--- src/rtl/fbdma_pkg.sv ---
package fbdma_pkg;

    localparam int DESC_WORDS  = 4;
    localparam int BLEN_W      = 7;
    localparam int PAL_BIT     = 28;
    localparam int SOF_BIT     = 30;
    localparam int EOF_BIT     = 31;

    typedef enum logic [1:0] {
        ST_IDLE,
        ST_DESC,
        ST_ISSUE,
        ST_DATA
    } fetch_state_e;

    typedef struct packed {
        logic        pal;
        logic [31:0] word;
    } fifo_ent_t;

    typedef struct packed {
        logic pal;
        logic eof;
    } xfer_flags_t;

    // burst length in words for a selection code
    function automatic logic [BLEN_W-1:0] burst_words(input logic [2:0] code);
        case (code)
            3'd0:    return 7'd4;
            3'd1:    return 7'd8;
            3'd3:    return 7'd32;
            3'd4:    return 7'd64;
            default: return 7'd16;
        endcase
    endfunction

    // round a word count up to a multiple of a power-of-two burst
    function automatic logic [31:0] round_to_burst(input logic [31:0] n,
                                                   input logic [BLEN_W-1:0] b);
        logic [31:0] m;
        m = {25'd0, b} - 32'd1;
        return (n + m) & ~m;
    endfunction

endpackage

--- src/rtl/fbdma_fifo.sv ---
module fbdma_fifo
    import fbdma_pkg::*;
#(
    parameter int DEPTH = 64
) (
    input  logic                       clk,
    input  logic                       rst,
    input  logic                       push,
    input  fifo_ent_t                  push_ent,
    input  logic                       pop,
    output fifo_ent_t                  head,
    output logic                       empty,
    output logic [$clog2(DEPTH):0]     space
);
    localparam int PW = $clog2(DEPTH);
    localparam int CW = PW + 1;

    fifo_ent_t         store [DEPTH];
    logic [PW-1:0]     wp, rp;
    logic [CW-1:0]     cnt;

    always_ff @(posedge clk) begin
        if (push) store[wp] <= push_ent;
    end

    always_ff @(posedge clk) begin
        if (rst) begin
            wp  <= '0;
            rp  <= '0;
            cnt <= '0;
        end else begin
            if (push) wp <= wp + 1'b1;
            if (pop)  rp <= rp + 1'b1;
            case ({push, pop})
                2'b10:   cnt <= cnt + 1'b1;
                2'b01:   cnt <= cnt - 1'b1;
                default: cnt <= cnt;
            endcase
        end
    end

    assign head  = store[rp];
    assign empty = (cnt == '0);
    assign space = CW'(DEPTH) - cnt;

endmodule

--- src/rtl/fbdma_engine.sv ---
module fbdma_engine
    import fbdma_pkg::*;
#(
    parameter int LEN_W      = 16,
    parameter int FIFO_DEPTH = 64
) (
    input  logic                         clk,
    input  logic                         rst,
    input  logic                         run,
    input  logic [31:0]                  desc_base,
    input  logic [2:0]                   burst_code,
    output logic                         mem_req,
    output logic [31:0]                  mem_addr,
    output logic [BLEN_W-1:0]            mem_len,
    input  logic                         mem_rvalid,
    input  logic [31:0]                  mem_rdata,
    input  logic [$clog2(FIFO_DEPTH):0]  fifo_space,
    output logic                         push,
    output fifo_ent_t                    push_ent,
    output logic                         frame_start,
    output logic                         frame_end
);
    localparam logic [31:0] LEN_MASK = (32'd1 << LEN_W) - 32'd1;

    fetch_state_e      st;
    logic [1:0]        dbeat;
    logic [BLEN_W-1:0] bbeat, blen_q;
    logic [31:0]       nxt_q, cur_q, left_q;
    xfer_flags_t       fl_q;
    logic [31:0]       tot;

    assign tot      = round_to_burst(mem_rdata & LEN_MASK, burst_words(burst_code));
    assign push     = (st == ST_DATA) && mem_rvalid;
    assign push_ent = '{pal: fl_q.pal, word: mem_rdata};

    always_ff @(posedge clk) begin
        if (rst) begin
            st          <= ST_IDLE;
            dbeat       <= '0;
            bbeat       <= '0;
            blen_q      <= '0;
            nxt_q       <= '0;
            cur_q       <= '0;
            left_q      <= '0;
            fl_q        <= '0;
            mem_req     <= 1'b0;
            mem_addr    <= '0;
            mem_len     <= '0;
            frame_start <= 1'b0;
            frame_end   <= 1'b0;
        end else begin
            mem_req     <= 1'b0;
            frame_start <= 1'b0;
            frame_end   <= 1'b0;
            case (st)
                ST_IDLE: if (run) begin
                    mem_req  <= 1'b1;
                    mem_addr <= desc_base;
                    mem_len  <= BLEN_W'(DESC_WORDS);
                    dbeat    <= '0;
                    st       <= ST_DESC;
                end
                ST_DESC: if (mem_rvalid) begin
                    dbeat <= dbeat + 1'b1;
                    case (dbeat)
                        2'd0: nxt_q <= mem_rdata;
                        2'd1: cur_q <= mem_rdata;
                        2'd2: ;
                        default: begin
                            blen_q   <= burst_words(burst_code);
                            left_q   <= tot;
                            fl_q.pal <= mem_rdata[PAL_BIT];
                            fl_q.eof <= mem_rdata[EOF_BIT];
                            if (tot == '0) begin
                                if (run) begin
                                    mem_req  <= 1'b1;
                                    mem_addr <= nxt_q;
                                    mem_len  <= BLEN_W'(DESC_WORDS);
                                    dbeat    <= '0;
                                end else begin
                                    st <= ST_IDLE;
                                end
                            end else begin
                                frame_start <= mem_rdata[SOF_BIT];
                                st          <= ST_ISSUE;
                            end
                        end
                    endcase
                end
                ST_ISSUE: if (int'(fifo_space) >= int'(blen_q)) begin
                    mem_req  <= 1'b1;
                    mem_addr <= cur_q;
                    mem_len  <= blen_q;
                    cur_q    <= cur_q + {23'd0, blen_q, 2'b00};
                    left_q   <= left_q - {25'd0, blen_q};
                    bbeat    <= '0;
                    st       <= ST_DATA;
                end
                ST_DATA: if (mem_rvalid) begin
                    bbeat <= bbeat + 1'b1;
                    if (bbeat == blen_q - 7'd1) begin
                        if (left_q == '0) begin
                            frame_end <= fl_q.eof;
                            if (run) begin
                                mem_req  <= 1'b1;
                                mem_addr <= nxt_q;
                                mem_len  <= BLEN_W'(DESC_WORDS);
                                dbeat    <= '0;
                                st       <= ST_DESC;
                            end else begin
                                st <= ST_IDLE;
                            end
                        end else begin
                            st <= ST_ISSUE;
                        end
                    end
                end
                default: st <= ST_IDLE;
            endcase
        end
    end

endmodule

--- src/rtl/fbdma_chan.sv ---
module fbdma_chan
    import fbdma_pkg::*;
#(
    parameter int LEN_W      = 16,
    parameter int FIFO_DEPTH = 64
) (
    input  logic              clk,
    input  logic              rst,
    input  logic              run,
    input  logic [31:0]       desc_base,
    input  logic [2:0]        burst_code,
    output logic              mem_req,
    output logic [31:0]       mem_addr,
    output logic [BLEN_W-1:0] mem_len,
    input  logic              mem_rvalid,
    input  logic [31:0]       mem_rdata,
    output logic              out_avail,
    output logic [31:0]       out_data,
    output logic              out_pal,
    input  logic              out_rd,
    output logic              underrun,
    output logic              frame_start,
    output logic              frame_end
);
    logic                         push, empty, pop;
    fifo_ent_t                    push_ent, head;
    logic [$clog2(FIFO_DEPTH):0]  space;

    fbdma_engine #(.LEN_W(LEN_W), .FIFO_DEPTH(FIFO_DEPTH)) u_eng (
        .clk(clk), .rst(rst), .run(run), .desc_base(desc_base),
        .burst_code(burst_code), .mem_req(mem_req), .mem_addr(mem_addr),
        .mem_len(mem_len), .mem_rvalid(mem_rvalid), .mem_rdata(mem_rdata),
        .fifo_space(space), .push(push), .push_ent(push_ent),
        .frame_start(frame_start), .frame_end(frame_end)
    );

    fbdma_fifo #(.DEPTH(FIFO_DEPTH)) u_buf (
        .clk(clk), .rst(rst), .push(push), .push_ent(push_ent),
        .pop(pop), .head(head), .empty(empty), .space(space)
    );

    assign pop       = out_rd && !empty;
    assign out_avail = !empty;
    assign out_data  = head.word;
    assign out_pal   = head.pal;

    always_ff @(posedge clk) begin
        if (rst) underrun <= 1'b0;
        else if (out_rd && empty) underrun <= 1'b1;
    end

endmodule

--- src/rtl/fbdma_fetch.sv ---
module fbdma_fetch
    import fbdma_pkg::*;
#(
    parameter int NUM_CH     = 2,
    parameter int LEN_W      = 16,
    parameter int FIFO_DEPTH = 64
) (
    input  logic                           clk,
    input  logic                           rst,
    input  logic                           run,
    input  logic                           dual,
    input  logic [2:0]                     burst_sel,
    input  logic [NUM_CH-1:0][31:0]        desc_base,
    output logic [NUM_CH-1:0]              mem_req,
    output logic [NUM_CH-1:0][31:0]        mem_addr,
    output logic [NUM_CH-1:0][BLEN_W-1:0]  mem_len,
    input  logic [NUM_CH-1:0]              mem_rvalid,
    input  logic [NUM_CH-1:0][31:0]        mem_rdata,
    output logic [NUM_CH-1:0]              out_avail,
    output logic [NUM_CH-1:0][31:0]        out_data,
    output logic [NUM_CH-1:0]              out_pal,
    input  logic [NUM_CH-1:0]              out_rd,
    output logic [NUM_CH-1:0]              underrun,
    output logic [NUM_CH-1:0]              frame_start,
    output logic [NUM_CH-1:0]              frame_end
);
    logic [NUM_CH-1:0] ch_run;

    for (genvar c = 0; c < NUM_CH; c++) begin : g_ch
        if (c == 0) begin : g_main
            assign ch_run[c] = run;
        end else begin : g_lower
            assign ch_run[c] = run && dual;
        end

        fbdma_chan #(.LEN_W(LEN_W), .FIFO_DEPTH(FIFO_DEPTH)) u_chan (
            .clk(clk), .rst(rst), .run(ch_run[c]), .desc_base(desc_base[c]),
            .burst_code(burst_sel), .mem_req(mem_req[c]), .mem_addr(mem_addr[c]),
            .mem_len(mem_len[c]), .mem_rvalid(mem_rvalid[c]), .mem_rdata(mem_rdata[c]),
            .out_avail(out_avail[c]), .out_data(out_data[c]), .out_pal(out_pal[c]),
            .out_rd(out_rd[c]), .underrun(underrun[c]),
            .frame_start(frame_start[c]), .frame_end(frame_end[c])
        );
    end

endmodule

--- config.mk ---
export PLATFORM = sky130hd
export DESIGN_NAME = fbdma_fetch
export DESIGN_NICKNAME = d
export VERILOG_FILES = /design/src/rtl/fbdma_pkg.sv /design/src/rtl/fbdma_fifo.sv /design/src/rtl/fbdma_engine.sv /design/src/rtl/fbdma_chan.sv /design/src/rtl/fbdma_fetch.sv
export SDC_FILE = /design/constraint.sdc
export NUM_CORES = 2
export LEC_CHECK = 0
export BUFFER_PORTS_ARGS = -buffer_cell sky130_fd_sc_hd__buf_2
export CAP_MARGIN = 10
export CORE_UTILIZATION = 35
export CTS_CLUSTER_DIAMETER = 150
export DETAILED_ROUTE_END_ITERATION = 8
export HOLD_SLACK_MARGIN = 0.02
export PLACE_DENSITY = 0.63
export REMOVE_ABC_BUFFERS = 1
export SLEW_MARGIN = 10
export SYNTH_ARGS = -nofsm -noshare
export SYNTH_HDL_FRONTEND = slang
export SYNTH_HIERARCHICAL = 1
export SYNTH_MEMORY_MAX_BITS = 65536
export SYNTH_SLANG_ARGS = --single-unit
--- constraint.sdc ---
create_clock -name clk -period 4 [get_ports clk]
set_input_delay 0.4 -clock clk [delete_from_list [all_inputs] [get_ports clk]]
set_output_delay 0.4 -clock clk [all_outputs]
set_load 0.02 [all_outputs]
======== After elaboration in Yosys (flattened, before gate mapping) ========
Memories as Yosys holds them, arrays and structs flattened. A register that Yosys moved wholly into a read port is not among the register bits.
Cells that the tools add are included.
word-level totals
  logic and storage cells ................. 298
  input port bits ......................... 139
  memories kept ........................... 2
  flip-flop bits (word level) ............. 356
  RAM bits ................................ 4,224
operators by class
  order comparisons ....................... 2
  add/sub/neg operators ................... 23
  bitwise gates (word level) .............. 15
  equality and inequality tests ........... 39
  muxes and demuxes ....................... 129
  reductions and logical operators ........ 52
memories
  name                        words  bits a word  rd ports  clocked after Yosys merged registers in  wr ports  line              source
  g_ch[0].u_chan.u_buf.store  64     33           1         1                                        1         fbdma_fifo.sv:18  fifo_ent_t store [DEPTH];
  g_ch[1].u_chan.u_buf.store  64     33           1         1                                        1         fbdma_fifo.sv:18
operator list
  operator                                          count
  2-to-1 mux 32 bit                                 30
  one-hot mux 32 bit (2 select lines)               4
  one-hot mux 32 bit (4 select lines)               2
  2-to-1 mux 7 bit                                  20
  zero test 32 bit                                  4
  one-hot mux 7 bit (4 select lines)                3
  2-to-1 mux 2 bit                                  34
  adder 32 x 9 -> 32 bit                            2
  bitwise AND 32 bit                                2
  subtractor 32 x 7 -> 32 bit                       2
  one-hot mux 7 bit (2 select lines)                4
  adder 16 x 32 -> 32 bit                           1
  NOT 32 bit                                        1
  adder 7 x 1 -> 7 bit, second input constant       4
  AND reduction 7 bit                               4
  subtractor 7 x 1 -> 7 bit, second input constant  4
  inequality test 2 bit, second input constant      13
  adder 6 x 1 -> 6 bit, second input constant       4
  2-to-1 mux 6 bit                                  4
  2-to-1 mux 1 bit                                  22
  adder 17 x 8 -> 18 bit                            1
  AND reduction 3 bit                               6
  equality test 2 bit, second input constant        8
  one-hot mux 2 bit (4 select lines)                2
  other kinds (27)                                  79

======== Longest topological paths before layout ========
  word-level depth ........................ 10
  gate-level depth with buffers ........... 16

======== Hierarchy ========
The synthesis kept the hierarchy.
by module, submodules not included
  module                             instances  cells each  area an instance (µm²)
  fbdma_fifo (g_ch[1].u_chan.u_buf)  1          3,674       81,869.8
  fbdma_fifo (g_ch[0].u_chan.u_buf)  1          3,631       81,699.6
  fbdma_engine                       2          1,253       9,666.8
  fbdma_chan                         2          5           45.0
  fbdma_fetch                        1          1           6.3

======== Worst setup path before layout ========
OpenSTA, ideal clock, no wires.
  path type ............................... reg-to-reg
  from .................................... reg g_ch[0].u_chan.u_eng.st[0]
  to ...................................... mem g_ch[0].u_chan/u_buf/store[44][0] (netlist bit), enable pin
  cell stages (with the launch flop) ...... 7
  data required time ...................... 3.536 ns
  period minus slack after synthesis ...... 4.358 ns
  slack ................................... -0.358 ns
  arrival time ............................ 3.894 ns
  cells stage by stage .................... dfxtp_1 > clkbuf_1 > nand3_1 > inv_1 > clkbuf_1 > nand4b_1 > nor3_1
on the way
  cells in the longest elaborated chain, start to end .. 4
RTL lines
  item                                    line                source
  start: declaration                      fbdma_engine.sv:25  fetch_state_e st;
  start signal: assignment                fbdma_engine.sv:38  st <= ST_IDLE;
  start signal: assignment                fbdma_engine.sv:61  st <= ST_DESC;
  start signal: assignment                fbdma_engine.sv:81  st <= ST_IDLE;
  equality test 2 bit                     fbdma_engine.sv:33  assign push = (st == ST_DATA) && mem_rvalid;
  logical AND 1 bit                       fbdma_engine.sv:33
  via g_ch[0].u_chan.push                 fbdma_chan.sv:25    logic push, empty, pop;
  2-to-1 mux 1 bit                        fbdma_fifo.sv:23    if (push) store[wp] <= push_ent;
  2-to-1 mux 1 bit (implied by the code)  fbdma_fifo.sv:23
  end: declaration                        fbdma_fifo.sv:18
The timed path passes the listed nets, and every way through them passes these cells.

==> metrics.md <==
| Metric | Value |
|---|---|
| Status | `complete, no violations` |
| Worst Max-Slew Pin Slew | `1250 ps` |
| Initial antenna violation count | `30` |
| R2R Setup Slk | `410 ps` |
| CP endpoint kind | `output pin` |
| WL final | `between 500 and 600 mm` |
| Global-route wire length before repair | `~730 mm` |
| Hold crit path type | `in2reg` |
| Num CTS Buffers | `460` |
| Post-route worst setup slack | `11.2 ps` |
| DRC errors left | `0` |
| Nets@finish | `11173` |
| Leak | `67.6 nW` |
| Routed vias/inst | `5.52` |
| CTS H-tree depth | `5` |
| Final min period | `3990 ps` |
| Die Y | `a little over 700 microns` |
| Dpl cell area | `198000 sq um` |
| Worst R2R Path Depth | `8` |
| Slew headroom | `0.169` |
| Post-synthesis cell type count | `90` |
| RR Startpoint | `g_ch[1].u_chan/u_eng/left_q[15]` |
| CTS tree | `yes` |
| Syn avg cell area | `~19 sq um` |
| I/O Buffers | `288` |
| Largest net degree at the start of global routing | `between 100 and 150` |
| Vias post-DR | `between 100k and 150k` |
| Clock transition at path regs | `~60 ps` |
| Initial Util | `0.351` |
| Initial DRC Count | `between 10000 and 15000` |
| RSZ-0062 raised after global routing | `true` |
| Post-Syn Instances | `between 9000 and 10000` |
| Sink Count | `around 4600` |
| Die Span X | `approximately 730 microns` |
| Row cnt | `265` |
| Fillers | `between 40000 and 50000` |
| CP max stage delay | `550 ps` |
| Synth area leaders | `edfxtp_1 69%, mux4_2 12%, dfxtp_1 3.9%` |
| Multi-input logic area | `between 40000 and 50000 sq um` |
| Full die area | `526000 sq um` |
| Post-synth EDFFs | `4224` |
| WP data arrival | `3590 ps` |
| Routed Antenna Nets | `0` |
| Drt wl/cell | `between 20 and 30 microns` |
| Worst EP required | `approximately 3600 ps` |
| Fmax | `251 MHz` |
| Sequential cell area | `134000 sq um` |
| GRT Util Overall | `0.190` |
| HPWL Detailed | `307 mm` |
| Yosys top cell by area | `edfxtp_1` |
| CP startpoint kind | `flop` |
| Hold Crit Endpoint | `g_ch[1].u_chan/u_eng/blen_q[3]` |
| Worst slack at placement | `-484 ps` |
| Dominant synthesized flop cell | `edfxtp_1` |
| PD cells | `445 nW/um^2` |
| Final Setup Violations | `0` |
| First drt pass iteration count | `6` |
| Critical path type | `reg2out` |
| Crit path cell chain | `buf_12 > buf_12 > buf_12 > buf_16 > buf_16 > mux4_2 > mux4_2 > o22ai_4 > nor2_4 > buf_6` |
| Most frequent CP cell | `buf_12` |
| Grt total ovfl | `0` |
| Post-synthesis async set-or-reset flop share | `0` |
| #FFs+latches synth | `approximately 4600` |
| Core area | `521000 sq um` |
| Synth top area share | `0.693` |
| Fin area | `around 220000 sq um` |
| Fin. Hold Viols | `0` |
| Setup TNS | `0 ps` |
| Worst Hold Depth | `4` |
| Share of layout cells above drive strength 1 | `0.299` |
| Clock Latency Late Sink | `1090 ps` |
| Vias in the first global route | `around 100000` |
| Post-Syn Area | `183000 sq um` |
| Clock Skew | `125 ps` |
| Yosys warnings | `6` |
| FF-to-FF End | `g_ch[1].u_chan/u_eng/dbeat[0]` |
| Maximum vdd drop | `slightly above 0.4 mV` |
| Maximum clock path buffer count | `4` |
| RD Place Congestion | `0.834` |
| Area growth from synthesis to layout | `19.4%` |
| Hold Path Origin | `burst_sel[2]` |
| Pins over their slew limit | `0` |
| Power after layout | `just under 100 mW` |
| Max Cap Viol | `0` |
| Post-route clock period utilization | `0.997` |
| Crit path max fanout | `7` |
| Clock root buffer | `clkbuf_16` |
| Sequential fraction of the synthesis area | `0.732` |
| # IOs | `293` |
| Slowest CP cell | `mux4_2` |
[cells by family after synthesis]
| logic type | synth area share |
|---|---|
| other cells | 0.0000410 |
| simple gates | 0.0411 |
| xor+xnor | 0.00407 |
| fa+ha+maj | 0.00618 |
| mux | 0.150 |
| flops | 0.732 |
| buf+inv | 0.0211 |
| compound gates | 0.0452 |
[stage by stage]
| stage | utilization | cells | hold slack, ps |
|---|---|---|---|
| 2_1_floorplan | - | 9203 | 425 |
| 3_3_place_gp | 0.379 | 17133 | 439 |
| 3_5_place_dp | 0.379 | 17133 | 446 |
| 4_1_cts | 0.418 | 18249 | 21.0 |
| 5_1_grt | 0.419 | 18283 | 39.3 |
| 6_report | 0.419 | 18294 | 73.0 |
[cells in the mapped netlist, types with 33 or more instances]
master    instances
clkbuf_1        261
buf_1            49
ha_1             84
a31oi_1          35
o21ai_0         232
nor3_1          110
xnor2_1          52
mux2_2           43
nor2_1          585
mux4_2         1010
nand4_1          46
edfxtp_1       4224
buf_2           123
nand3_1          61
inv_1            77
a21oi_1         388
xor2_1           33
nor4_1           39
o22ai_1         170
a211oi_1         49
buf_6            59
nand2b_1         33
nand2_1         409
o221ai_1         60
mux2i_1         383
buf_4           151
dfxtp_1         356
nor2b_1         112
or3_1            43
a221oi_1        114
[per-layer routing]
layer,GRT usage,share of wire,wire [microns]
met3,0.0294,0.082,42700
met5,0,0.00013,67
met2,0.316,0.48,251000
met4,0.0611,0.035,18100
met1,0.258,0.40,207000
[critical path, delay by kind of cell (launching register included)]
kind / cells / cell delay, ps
flops: 1 / 380
simple gates: 1 / 80
compound gates: 1 / 160
buf+inv: 6 / 830
mux: 2 / 1060
[worst max-delay path by stage]
stage | depth (start not counted) | end | slack (ps)
final | 10 | out_data[13] | 10
after detailed placement | 16 | g_ch[0].u_chan/u_eng/mem_addr[25] | -480
after floorplan | 5 | out_data[17] | -19810
after CTS | 10 | out_data[13] | -60
after global placement | 15 | g_ch[0].u_chan/u_eng/mem_addr[24] | -410
after global routing | 10 | out_data[13] | -60
[final cells by class]
type / count / share of cell area
clock inverter: 295 / 0.0129
tap: 6942 / 0.0398
clock buffer: 560 / 0.0548
antenna: 13 / 0.000149
multi-input combinational: 4546 / 0.220
inverter: 77 / 0.00132
timing repair buffer: 1281 / 0.0581
sequential: 4580 / 0.613
[power breakdown]
group | leakage (nW) | internal, mW | switching, mW
logic | 19.8 | 0.614 | 1.56
clock network | 7.24 | 24.2 | 18.5
registers | 40.6 | 52.3 | 0.0472
[cell usage in the layout, fill, tap and decap left out, drive strengths merged, types with 124 or more instances in the layout]
cell / count
a21oi: 390
dlygate4sd3: 124
mux4: 1010
dfxtp: 356
buf: 1137
clkinv: 223
nor2: 587
o22ai: 170
o21ai: 243
edfxtp: 4224
nand2: 409
mux2i: 383
clkbuf: 569
[repair_timing]
item | 4_1_cts | 5_1_grt
hold buffers | 123 | 1
gates resized for setup | 441 | 132
setup endpoints to repair | 66 | 64
hold endpoints to repair | 676 | 60
setup buffers | 115 | 24
pin swaps | 41 | 26
cloned | 27 | 9
[state kept, by name, summed over array words and instances (netlist names), 12 cells and up, named ones only]
| name | cells |
|---|---|
| g_ch.u_chan/u_buf/store | 4224 |
| g_ch.u_chan/u_eng/cur_q | 64 |
| g_ch.u_chan/u_eng/mem_addr | 64 |
| g_ch.u_chan/u_eng/nxt_q | 64 |
| g_ch.u_chan/u_eng/left_q | 60 |
| g_ch.u_chan/u_buf/cnt | 14 |
| g_ch.u_chan/u_eng/bbeat | 14 |
| g_ch.u_chan/u_buf/rp | 12 |
| g_ch.u_chan/u_buf/wp | 12 |
Power figures use the tool's default switching activity.
